File: config.mk
export PLATFORM = sky130hd
export DESIGN_NAME = cid_access_filter
export DESIGN_NICKNAME = d
export VERILOG_FILES = /design/src/rtl/cidf_pkg.sv /design/src/rtl/cidf_cfg_regs.sv /design/src/rtl/cidf_sema.sv /design/src/rtl/cidf_decide.sv /design/src/rtl/cid_access_filter.sv
export SDC_FILE = /design/constraint.sdc
export NUM_CORES = 1
export LEC_CHECK = 0
export BUFFER_PORTS_ARGS = -buffer_cell sky130_fd_sc_hd__buf_2
export CORE_AREA = 5 5 178 180
export CTS_CLUSTER_DIAMETER = 80
export DETAILED_ROUTE_END_ITERATION = 12
export DIE_AREA = 0 0 183 185
export GPL_ROUTABILITY_DRIVEN = 0
export PLACE_DENSITY = 0.39
export SLEW_MARGIN = 20
export SYNTH_ARGS = -nofsm -noshare
export SYNTH_HDL_FRONTEND = slang
export SYNTH_HIERARCHICAL = 1
export SYNTH_SLANG_ARGS = --single-unit
File: constraint.sdc
create_clock -name clk -period 3.5 [get_ports clk]
set_input_delay 0.35 -clock clk [delete_from_list [all_inputs] [get_ports clk]]
set_output_delay 0.35 -clock clk [all_outputs]
set_load 0.01 [all_outputs]
File: src/rtl/cidf_pkg.sv
// Package: shared constants, register map and state types of the
// compartment-ID access filter. Assumes 12-bit byte addressing.
package cidf_pkg;
    localparam int NUM_RES   = 6;
    localparam int CID_W     = 3;
    localparam int NUM_CID   = 1 << CID_W;
    localparam int ADDR_W    = 12;
    localparam int DATA_W    = 32;
    localparam int RES_IDX_W = 3;
    localparam int REG_STEP  = 8;

    localparam logic [ADDR_W-1:0] SECMASK_ADDR = 12'h300;
    localparam logic [ADDR_W-1:0] FILTER_BASE  = 12'h30C;
    localparam logic [ADDR_W-1:0] SEMA_BASE    = 12'h310;
    localparam logic [ADDR_W-1:0] STATUS_ADDR  = 12'h084;

    // Field positions inside a filter word.
    localparam int FLT_EN_BIT  = 0;
    localparam int FLT_SEM_BIT = 1;
    localparam int FLT_ID_LSB  = 4;
    localparam int FLT_AL_LSB  = 16;

    typedef struct packed {
        logic [NUM_CID-1:0] allow;
        logic [CID_W-1:0]   owner_id;
        logic               sem_mode;
        logic               enable;
    } filt_cfg_t;

    typedef struct packed {
        logic             taken;
        logic [CID_W-1:0] holder;
    } sema_t;

    // Byte address of the filter word of resource n.
    function automatic logic [ADDR_W-1:0] filter_addr(input int n);
        return FILTER_BASE + ADDR_W'(REG_STEP * n);
    endfunction

    // Byte address of the semaphore register of resource n.
    function automatic logic [ADDR_W-1:0] sema_addr(input int n);
        return SEMA_BASE + ADDR_W'(REG_STEP * n);
    endfunction
endpackage

File: src/rtl/cidf_cfg_regs.sv
// Module: security mask and per-resource filter words. Only secure writers
// may change them; a non-secure write to any of them is dropped and raises
// a registered one-cycle violation flag. Assumes a single write port.
module cidf_cfg_regs
    import cidf_pkg::*;
#(
    parameter int N_RES = NUM_RES
) (
    input  logic              clk,
    input  logic              rst_n,
    input  logic              wr,
    input  logic [ADDR_W-1:0] addr,
    input  logic [DATA_W-1:0] wdata,
    input  logic              secure,
    output logic [N_RES-1:0]  sec_mask,
    output filt_cfg_t         cfg [N_RES],
    output logic              violation
);
    logic [N_RES-1:0] flt_hit;

    // Address match per filter word.
    always_comb begin
        for (int i = 0; i < N_RES; i++) begin
            flt_hit[i] = (addr == filter_addr(i));
        end
    end

    // Security mask register, secure writers only.
    always_ff @(posedge clk) begin
        if (!rst_n) begin
            sec_mask <= '0;
        end else if (wr && secure && addr == SECMASK_ADDR) begin
            sec_mask <= wdata[N_RES-1:0];
        end
    end

    generate
        for (genvar n = 0; n < N_RES; n++) begin : g_flt
            // Filter word of resource n, secure writers only.
            always_ff @(posedge clk) begin
                if (!rst_n) begin
                    cfg[n] <= '0;
                end else if (wr && secure && flt_hit[n]) begin
                    cfg[n].enable   <= wdata[FLT_EN_BIT];
                    cfg[n].sem_mode <= wdata[FLT_SEM_BIT];
                    cfg[n].owner_id <= wdata[FLT_ID_LSB +: CID_W];
                    cfg[n].allow    <= wdata[FLT_AL_LSB +: NUM_CID];
                end
            end
        end
    endgenerate

    // One-cycle flag for a dropped non-secure configuration write.
    always_ff @(posedge clk) begin
        if (!rst_n) begin
            violation <= 1'b0;
        end else begin
            violation <= wr && !secure && ((addr == SECMASK_ADDR) || (|flt_hit));
        end
    end
endmodule

File: src/rtl/cidf_sema.sv
// Module: hardware mutex of one resource. A take succeeds only when the
// mutex is free, the resource is in semaphore mode and the writer is on the
// allow list; a release succeeds only for the recorded holder.
module cidf_sema
    import cidf_pkg::*;
(
    input  logic             clk,
    input  logic             rst_n,
    input  logic             hit,
    input  logic             wbit,
    input  logic [CID_W-1:0] wcid,
    input  filt_cfg_t        cfg,
    output sema_t            state
);
    logic may_take;
    logic may_free;

    // Legality of the pending take or release.
    always_comb begin
        may_take = hit && wbit && !state.taken && cfg.enable && cfg.sem_mode
                   && cfg.allow[wcid];
        may_free = hit && !wbit && state.taken && (state.holder == wcid);
    end

    // Mutex state update.
    always_ff @(posedge clk) begin
        if (!rst_n) begin
            state <= '0;
        end else if (may_take) begin
            state.taken  <= 1'b1;
            state.holder <= wcid;
        end else if (may_free) begin
            state <= '0;
        end
    end
endmodule

File: src/rtl/cidf_decide.sv
// Module: combinational grant decision. The layers are tried in order:
// index range, secure requester, security bit, filter enable, static owner,
// allow list, mutex holder.
module cidf_decide
    import cidf_pkg::*;
#(
    parameter int N_RES = NUM_RES
) (
    input  logic [RES_IDX_W-1:0] res,
    input  logic [CID_W-1:0]     cid,
    input  logic                 secure,
    input  logic [N_RES-1:0]     sec_mask,
    input  filt_cfg_t            cfg [N_RES],
    input  sema_t                sema [N_RES],
    output logic                 grant,
    output logic                 invalid
);
    filt_cfg_t sel_cfg;
    sema_t     sel_sem;
    logic      sel_sec;

    // Pick the state of the addressed resource.
    always_comb begin
        sel_cfg = '0;
        sel_sem = '0;
        sel_sec = 1'b0;
        invalid = 1'b1;
        for (int i = 0; i < N_RES; i++) begin
            if (res == RES_IDX_W'(i)) begin
                sel_cfg = cfg[i];
                sel_sem = sema[i];
                sel_sec = sec_mask[i];
                invalid = 1'b0;
            end
        end
    end

    // Layered grant decision.
    always_comb begin
        if (invalid)                   grant = 1'b0;
        else if (secure)               grant = 1'b1;
        else if (sel_sec)              grant = 1'b0;
        else if (!sel_cfg.enable)      grant = 1'b1;
        else if (!sel_cfg.sem_mode)    grant = (cid == sel_cfg.owner_id);
        else if (!sel_cfg.allow[cid])  grant = 1'b0;
        else                           grant = sel_sem.taken && (sel_sem.holder == cid);
    end
endmodule

File: src/rtl/cid_access_filter.sv
// Module: top of the compartment-ID access filter. Ties the configuration
// registers, one mutex per resource and the decision logic together and
// provides the combinational register read path.
module cid_access_filter
    import cidf_pkg::*;
#(
    parameter int N_RES = NUM_RES
) (
    input  logic                 clk,
    input  logic                 rst_n,
    input  logic                 reg_wr,
    input  logic [ADDR_W-1:0]    reg_addr,
    input  logic [DATA_W-1:0]    reg_wdata,
    input  logic                 reg_secure,
    input  logic [CID_W-1:0]     reg_cid,
    output logic [DATA_W-1:0]    reg_rdata,
    input  logic [1:0]           iso_state,
    input  logic [RES_IDX_W-1:0] acc_res,
    input  logic [CID_W-1:0]     acc_cid,
    input  logic                 acc_secure,
    output logic                 acc_grant,
    output logic                 acc_invalid,
    output logic                 wr_violation
);
    logic [N_RES-1:0] sec_mask;
    filt_cfg_t        cfg_q [N_RES];
    sema_t            sem_q [N_RES];

    cidf_cfg_regs #(.N_RES(N_RES)) u_cfg (
        .clk(clk), .rst_n(rst_n), .wr(reg_wr), .addr(reg_addr),
        .wdata(reg_wdata), .secure(reg_secure), .sec_mask(sec_mask),
        .cfg(cfg_q), .violation(wr_violation)
    );

    generate
        for (genvar n = 0; n < N_RES; n++) begin : g_sem
            cidf_sema u_sem (
                .clk(clk), .rst_n(rst_n),
                .hit(reg_wr && reg_addr == sema_addr(n)),
                .wbit(reg_wdata[0]), .wcid(reg_cid),
                .cfg(cfg_q[n]), .state(sem_q[n])
            );
        end
    endgenerate

    cidf_decide #(.N_RES(N_RES)) u_dec (
        .res(acc_res), .cid(acc_cid), .secure(acc_secure),
        .sec_mask(sec_mask), .cfg(cfg_q), .sema(sem_q),
        .grant(acc_grant), .invalid(acc_invalid)
    );

    // Register read multiplexer.
    always_comb begin
        reg_rdata = '0;
        if (reg_addr == STATUS_ADDR) reg_rdata[1:0] = iso_state;
        if (reg_addr == SECMASK_ADDR) reg_rdata[N_RES-1:0] = sec_mask;
        for (int i = 0; i < N_RES; i++) begin
            if (reg_addr == filter_addr(i)) begin
                reg_rdata[FLT_EN_BIT]                = cfg_q[i].enable;
                reg_rdata[FLT_SEM_BIT]               = cfg_q[i].sem_mode;
                reg_rdata[FLT_ID_LSB +: CID_W]       = cfg_q[i].owner_id;
                reg_rdata[FLT_AL_LSB +: NUM_CID]     = cfg_q[i].allow;
            end
            if (reg_addr == sema_addr(i)) begin
                reg_rdata[0]                  = sem_q[i].taken;
                reg_rdata[FLT_ID_LSB +: CID_W] = sem_q[i].holder;
            end
        end
    end
endmodule

Word-level counts from Yosys, hierarchy flattened
Cells that the tools add are included.

Bits in registers: 109. Output and inout bits: 35. Logic and storage cells: 237.

Order comparisons: 2. Equal/unequal tests: 27. Mux-type cells: 88. Reduce and logical (&&, ||, !) cells: 82.

Operators by type and width (number): 12-bit by 10-bit equality test with 1-bit output (second input constant) (13); 13-bit two-way mux (6); 4-bit two-way mux (18); 1-bit logical AND (65); 8-bit two-way mux (6); 3-bit two-way mux (12); 1-bit two-way mux (31); 3-bit equality test (8); 1-bit binary-select mux with 3-bit select (7); 2-bit two-way mux (7); 12-bit by 8-bit equality test with 1-bit output (second input constant) (1); 2-bit nonzero test (6); 1-bit zero test (8); 3-bit by 4-bit less-than comparator with 1-bit output (second input constant) (2); 3-bit by 2-bit equality test with 1-bit output (second input constant) (2); 3-bit equality test (second input constant) (2); 6-bit two-way mux (1); 6-bit OR reduction (1); 3-bit by 1-bit equality test with 1-bit output (second input constant) (1); 3-bit zero test (1); 1-bit logical OR (1).

Logic depth before layout (Yosys ltp)
Gate-level depths: netlist of the first run.

Depth in word-level cells: 15. Mapped depth: 9.

Cells and area by module
The synthesis of the first run kept the hierarchy.

Modules (own cells, without submodules): cidf_cfg_regs (instances 1, cells each 325, area an instance 3057.9 um^2, seq. area each 1701.6 um^2); cidf_sema (instances 6, cells each 34, area an instance 306.5 um^2, seq. area each 80.1 um^2); cid_access_filter (instances 1, cells each 225, area an instance 1501.4 um^2, seq. area each 0.0 um^2); cidf_decide (instances 1, cells each 140, area an instance 1218.7 um^2, seq. area each 0.0 um^2).

Least setup slack after synthesis of the first run
No wires, ideal clock.

Path kind: input port to output port. Start point: in acc_res[1]. End point: out acc_grant. Data arrival time: 1.858 ns. Required time: 3.150 ns. Setup slack: 1.292 ns. Stages: 7. Cells stage by stage: buf_2 > buf_4 > buf_4 > mux4_2 > a22oi_2 > o2111ai_1 > o41ai_2.

Word-level cells in the longest chain between the ends: 15. Elaborated cells on any way between the ends: 41. Those cells by class: 7 x eq/ne; 32 x mux; 2 x reduce/logical.

RTL lines: start, declared (RTL line cid_access_filter.sv:18) `input logic [RES_IDX_W-1:0] acc_res,`; 3-bit zero test (RTL line cidf_decide.sv:29) `if (res == RES_IDX_W'(i)) begin`; 13-bit two-way mux or 4-bit two-way mux (tied branches) (6 in a row) (RTL line cidf_decide.sv:29); 1-bit binary-select mux with 3-bit select or 3-bit equality test (tied branches) (RTL line cidf_decide.sv:45, cidf_decide.sv:46); 1-bit two-way mux (not written as such) or 1-bit logical AND (tied branches) (RTL line cidf_decide.sv:45, cidf_decide.sv:46); 1-bit two-way mux (RTL line cidf_decide.sv:45) `else if (!sel_cfg.allow[cid]) grant = 1'b0;`; 1-bit two-way mux (RTL line cidf_decide.sv:44) `else if (!sel_cfg.sem_mode) grant = (cid == sel_cfg.owner_id);`; 1-bit two-way mux (RTL line cidf_decide.sv:43) `else if (!sel_cfg.enable) grant = 1'b1;`; 1-bit two-way mux (RTL line cidf_decide.sv:42) `else if (sel_sec) grant = 1'b0;`; 1-bit two-way mux (RTL line cidf_decide.sv:41) `else if (secure) grant = 1'b1;`; 1-bit two-way mux * (RTL line cidf_decide.sv:40) `if (invalid) grant = 1'b0;`; end, declared (RTL line cid_access_filter.sv:21) `output logic acc_grant,`.

Every way passes the cells marked *; elsewhere a longest branch is shown, timed or not. The select of a mux whose other input is x is not followed.

Worst setup path after layout of the first run
Start point: in acc_res[0]. End point: out acc_grant.

Same word-level chain as after synthesis.

==> impl_metrics.env, run 1 <==
export IMPL_status="complete, no violations"
export IMPL_r2r_cells=4
export IMPL_arrival_ns=2.78
export IMPL_synthMostInstantiatedCell="dfxtp_1"
export IMPL_fill_cells=3335
export IMPL_hold_viol=0
export IMPL_regToRegSetupSlack_ns=2.03
export IMPL_layout_cells_non_filler=1326
export IMPL_die_area_um2=33900
export IMPL_cts_setup_buffers=0
export IMPL_rsz0062_at_grt="false"
export IMPL_synthesis_yosys_warnings=6
export IMPL_ir_drop_v=0.000161
export IMPL_preCtsSetupSlack_ns=0.468
export IMPL_end_kind="primary output"
export IMPL_final_layout_size_suffix_gt1_share_pct=15.1
export IMPL_ys_ff_latch=109
export IMPL_rows=64
export IMPL_r2r_end="g_sem[5].u_sem/state[0]"
export IMPL_grt_max_degree=64
export IMPL_tns_ns=0
export IMPL_final_cell_area_um2=8450
export IMPL_setup_viol=0
export IMPL_path_depth=8
export IMPL_htreeDepth=3
export IMPL_drt_iter0_markers=645
export IMPL_nNetsFinal=986
export IMPL_n_antenna_cell=0
export IMPL_die_w_um=183
export IMPL_hold_path_class="in -> reg"
export IMPL_critPathLaunch="acc_res[0]"
export IMPL_initial_core_util_pct=25.4
export IMPL_crit_type="in -> out"
export IMPL_cts_root_buffer="clkbuf_16"
export IMPL_powerDensity_nw_per_um2=314
export IMPL_maxCapViolCount=0
export IMPL_maxSlewViolCount=0
export IMPL_ys_top_cells_by_count="dfxtp_1 (109), nand2_1 (92), mux2i_1 (87)"
export IMPL_crit_family="compound AO/OA/AOI/OAI gates"
export IMPL_grt_antenna_before_repair=3
export IMPL_slew_headroom_pct=36.8
export IMPL_required_ns=3.15
export IMPL_synth_largest_area_cell="dfxtp_1"
export IMPL_grt_pass1_wl_um=45000
export IMPL_grt_total_usage_pct=17.4
export IMPL_ant_nets=0
export IMPL_vias=7190
export IMPL_clk_latency_ns=0.37
export IMPL_ioPinCount=95
export IMPL_startpoint_type="input pin"
export IMPL_cpPeakStageDelay_ns=0.59
export IMPL_p_leak_nw=3.27
export IMPL_fmax_mhz=320
export IMPL_grt_pass1_vias=6828
export IMPL_syn_area_per_cell_um2=8.52
export IMPL_wire_per_inst_um=22.5
export IMPL_ys_seq_area_share_pct=28.6
export IMPL_fin_skew_ns=0.0102
export IMPL_cp_num_buf_inv=2
export IMPL_slowest_stage="mux4_2"
export IMPL_netlist_area_um2=7620
export IMPL_cts_sinks=109
export IMPL_cpMostUsedCell="buf_2"
export IMPL_cp_endpoint="acc_grant"
export IMPL_cts_tree="built"
export IMPL_routed_wl_um=29800
export IMPL_synth_distinct_cells=88
export IMPL_clkTransAtPathRegs_ns=0.08
export IMPL_grt_overflow_total=0
export IMPL_dr_pass1_iters=6
export IMPL_layout_min_cycle_time_ns=3.13
export IMPL_synth_cells=894
export IMPL_synth_area_leaders="dfxtp_1 (29%), mux2i_1 (11%), nand3_1 (5.3%)"
export IMPL_critPathMaxFanout=20
export IMPL_tightest_slew_ns=0.945
export IMPL_port_buffers=60
export IMPL_placed_area_um2=8150
export IMPL_die_h_um=185
export IMPL_synth_top_area_share_pct=28.6
export IMPL_via_per_inst=5.42
export IMPL_crit_chain="buf_2 -> mux4_2 -> nand2_1 -> o21ai_0 -> nor4_1 -> a31oi_1 -> o41ai_2 -> buf_2"
export IMPL_core_area_um2=30000
export IMPL_dp_cells=1311
export IMPL_async_reset_ff_share_pct=0
export IMPL_ctsHoldBuffers=0
export IMPL_hpwl_um=22500
export IMPL_areaGrowthSynthToFinish_pct=10.9
export IMPL_drc_errors=0
export IMPL_r2r_start="u_cfg/cfg[6]"
export IMPL_clk_path_buf_depth=2
export IMPL_synth_edf_count=0
export IMPL_finalCritPeriodShare_pct=89.3
export IMPL_tritoncts_num_buffers=9
export IMPL_synth_flop_cell="dfxtp_1"
export IMPL_cts_resized=0
export IMPL_final_setup_worst_slack_ns=0.375
[through the flow]
stage	power, mW	hold slack, ns	util, %
floorplan	1.48	0.442	-
global placement	1.58	0.480	27.1
detailed placement	1.58	0.489	27.1
CTS	2.68	0.218	28.1
global route	2.76	0.229	28.1
finish	2.65	0.225	28.1
[worst min-delay path, cell delays in order]
cell and delay, ns:
buf_2 0.10, nand2_1 0.04, o21ai_0 0.06
[where the power goes]
| group | internal (mW) | switching [mW] |
|---|---|---|
| clock | 0.571 | 0.530 |
| sequential | 1.24 | 0.0000714 |
| combinational | 0.102 | 0.209 |
[metal layers]
metal	global-route usage, %	vias up	wire, um
met4	3.67	6	363
met2	27.3	219	13500
met5	0	-	28
li1	-	3386	-
met3	2.71	27	1550
met1	25.4	3552	14400
[placed cells by master, fill, tap and decap left out, types with 10 or more instances in the layout]
master,instances
and3_1,20
a22o_1,10
xnor2_1,24
buf_2,59
nand2_1,92
buf_4,21
mux2i_1,87
inv_1,19
nand3_1,80
nand4_1,24
o21ai_0,76
dfxtp_1,109
conb_1,17
a21oi_1,28
nor2_1,49
[cell families (layout without fill, tap and decap cells)]
| kind of cell | Yosys count | in the layout | synth area share, % |
|---|---|---|---|
| other cells | 1 | 17 | 0.0492 |
| simple gates | 345 | 345 | 24.8 |
| mux | 112 | 112 | 17.3 |
| xor+xnor | 25 | 25 | 2.87 |
| buf+inv | 95 | 115 | 7.59 |
| compound gates | 207 | 207 | 18.7 |
| flops | 109 | 109 | 28.6 |
[cell type report]
type                       count  area, um^2  area share [%]
multi-input combinational    706        4920            58.3
sequential                   109        2180            25.8
tap                          396         495            5.86
timing repair buffer          81         473            5.60
clock buffer                   9         225            2.67
clock inverter                 6        78.8           0.933
inverter                      19        71.3           0.844
[how the worst min path moves through the flow]
stage                              endpoint  slack (ns)          start  cells past startpoint
after floorplan             u_cfg/violation        0.44    reg_addr[3]                      1
after global placement        u_cfg/cfg[56]        0.48  u_cfg/cfg[56]                      2
after detailed placement      u_cfg/cfg[56]        0.49  u_cfg/cfg[56]                      2
after CTS                 u_cfg/sec_mask[3]        0.22   reg_wdata[3]                      3
after global routing      u_cfg/sec_mask[2]        0.23   reg_wdata[2]                      3
final                     u_cfg/sec_mask[3]        0.22   reg_wdata[3]                      3
[state kept, by name, indices dropped and copies added (netlist names)]
name	count
u_cfg/sec_mask	6
g_sem.u_sem/state	24
u_cfg/cfg	78
u_cfg/violation	1
Power figures use the tool's default switching activity.
==> run 2: changes to the inputs <==
--- a/config.mk
+++ b/config.mk
@@ -7,6 +7,7 @@
 export LEC_CHECK = 0
 export BUFFER_PORTS_ARGS = -buffer_cell sky130_fd_sc_hd__buf_2
 export CORE_AREA = 5 5 178 180
+export CTS_BUF_LIST = sky130_fd_sc_hd__clkbuf_4 sky130_fd_sc_hd__clkbuf_8
 export CTS_CLUSTER_DIAMETER = 80
 export DETAILED_ROUTE_END_ITERATION = 12
 export DIE_AREA = 0 0 183 185
==> run 2 against run 1 <==
Clock-buffer cell count stayed put. Highest routed layer unchanged. Die area stayed put. Largest cell class unchanged. Cell count is the same. Worst hold slack got worse by 0.047 ns. Critical endpoint unchanged. Clock skew is 0.0011 ns higher. Largest power group unchanged.
==> impl_metrics.env, run 2 (synthesized netlist as in run 1, its figures left out) <==
export IMPL_final_util_pct=27.8
export IMPL_crit_type="in -> out"
export IMPL_ir_drop_v=0.000143
export IMPL_critPathMaxFanout=20
export IMPL_hold_path_class="in -> reg"
export IMPL_required_ns=3.15
export IMPL_cp_num_buf_inv=2
export IMPL_cts_sinks=109
export IMPL_grt_overflow_total=0
export IMPL_cts_tree="built"
export IMPL_cts_resized=0
export IMPL_drc_errors=0
export IMPL_rsz0062_at_grt="false"
export IMPL_final_cell_area_um2=8350
export IMPL_p_leak_nw=3.22
export IMPL_min_from="reg_wdata[3]"
export IMPL_nNetsFinal=986
export IMPL_worstHoldPathCells=3
export IMPL_hold_viol=0
export IMPL_vias=7174
export IMPL_setup_viol=0
export IMPL_areaGrowthSynthToFinish_pct=9.59
export IMPL_clkPwrFrac_pct=35.4
export IMPL_fmax_mhz=327
export IMPL_arrival_ns=2.71
export IMPL_crit_family="compound AO/OA/AOI/OAI gates"
export IMPL_routed_wl_um=29800
export IMPL_swShare_pct=29.7
export IMPL_hpwl_um=22500
export IMPL_dp_cells=1311
export IMPL_slowest_stage="mux4_2"
export IMPL_path_depth=8
export IMPL_n_antenna_cell=0
export IMPL_tightest_slew_ns=0.931
export IMPL_tns_ns=0
export IMPL_grt_total_usage_pct=17.4
export IMPL_drt_iter0_markers=708
export IMPL_maxSlewViolCount=0
export IMPL_cts_setup_buffers=0
export IMPL_powerDensity_nw_per_um2=288
export IMPL_end_kind="primary output"
export IMPL_seq_power_share_pct=51.6
export IMPL_die_w_um=183
export IMPL_ctsHoldBuffers=0
export IMPL_port_buffers=60
export IMPL_rows=64
export IMPL_maxCapViolCount=0
export IMPL_core_area_um2=30000
export IMPL_cpPeakStageDelay_ns=0.58
export IMPL_cts_root_buffer="clkbuf_8"
export IMPL_slew_headroom_pct=38.0
export IMPL_clk_latency_ns=0.40
export IMPL_cpMostUsedCell="buf_2"
export IMPL_p_sw_uw=714
export IMPL_r2r_start="u_cfg/cfg[6]"
export IMPL_fin_skew_ns=0.0113
export IMPL_hold_path_endpoint="u_cfg/sec_mask[3]"
export IMPL_regToRegSetupSlack_ns=2.02
export IMPL_dr_pass1_iters=6
export IMPL_grt_max_degree=64
export IMPL_initial_core_util_pct=25.4
export IMPL_wire_per_inst_um=22.5
export IMPL_startpoint_type="input pin"
export IMPL_placed_area_um2=8150
export IMPL_finalCritPeriodShare_pct=87.4
export IMPL_final_layout_size_suffix_gt1_share_pct=15.1
export IMPL_htreeDepth=3
export IMPL_clk_path_buf_depth=2
export IMPL_tritoncts_num_buffers=9
export IMPL_layout_min_cycle_time_ns=3.06
export IMPL_largestRegisters="u_cfg/cfg (78), g_sem.u_sem/state (24), u_cfg/sec_mask (6)"
export IMPL_clkTransAtPathRegs_ns=0.12
export IMPL_r2r_cells=4
export IMPL_ant_nets=0
export IMPL_final_common_cell="dfxtp_1"
export IMPL_die_h_um=185
export IMPL_top_register="u_cfg/cfg"
export IMPL_die_area_um2=33900
export IMPL_crit_chain="buf_2 -> mux4_2 -> nand2_1 -> o21ai_0 -> nor4_1 -> a31oi_1 -> o41ai_2 -> buf_2"
export IMPL_grt_pass1_wl_um=45000
export IMPL_status="complete, no violations"
export IMPL_via_per_inst=5.41
export IMPL_ioPinCount=95
export IMPL_layout_common_cells="dfxtp_1 (109), nand2_1 (92), mux2i_1 (87)"
export IMPL_grt_antenna_before_repair=3
export IMPL_grt_pass1_vias=6814
export IMPL_largest_reg_flops=78
export IMPL_p_int_mw=1.69
export IMPL_r2r_end="g_sem[5].u_sem/state[0]"
export IMPL_p_comb_share_pct=13.0
export IMPL_layout_cells_non_filler=1326
## run 2: layout make-up
cell class | instances | area, um^2
tap | 396 | 495
clock inverter | 6 | 78.8
fill | 3342 | 21700
sequential | 109 | 2180
timing repair buffer | 81 | 473
multi-input combinational | 706 | 4920
inverter | 19 | 71.3
clock buffer | 9 | 124
## run 2: how the worst max path moves through the flow
stage / slack (ns) / start / endpoint
floorplan: 1.29 / acc_res[1] / acc_grant
global placement: 0.44 / acc_res[0] / acc_grant
detailed placement: 0.47 / acc_res[0] / acc_grant
CTS: 0.47 / acc_res[0] / acc_grant
global route: 0.28 / acc_res[0] / acc_grant
finish: 0.44 / acc_res[0] / acc_grant
## run 2: metal layers
layer	wire length, um	GRT usage, %	up-vias
met2	13400	27.2	195
met5	28	0	-
met1	14500	25.4	3564
li1	-	-	3380
met3	1400	2.36	29
met4	414	4.11	6
## run 2: worst register-to-register path: cells and delay by family, from the launching register on
kind | cells | cell delay (ns)
simple gates | 1 | 0.33
mux | 2 | 0.55
compound gates | 1 | 0.16
flops | 1 | 0.37
## run 2: power by group through the flow
stage          logic, mW  registers, mW  clock network [mW]
6_report           0.311           1.24               0.850
5_1_grt            0.339           1.24               0.927
4_1_cts            0.311           1.24               0.880
3_5_place_dp       0.310           1.27                   0
3_3_place_gp       0.311           1.27                   0
2_1_floorplan      0.216           1.27                   0
## run 2: metrics by stage
step	power [mW]	hold WS, ns	worst slack, ns
final	2.40	0.178	0.440
after global placement	1.58	0.480	0.437
after global routing	2.51	0.171	0.280
after detailed placement	1.58	0.489	0.468
after floorplan	1.48	0.442	1.29
after CTS	2.43	0.162	0.465
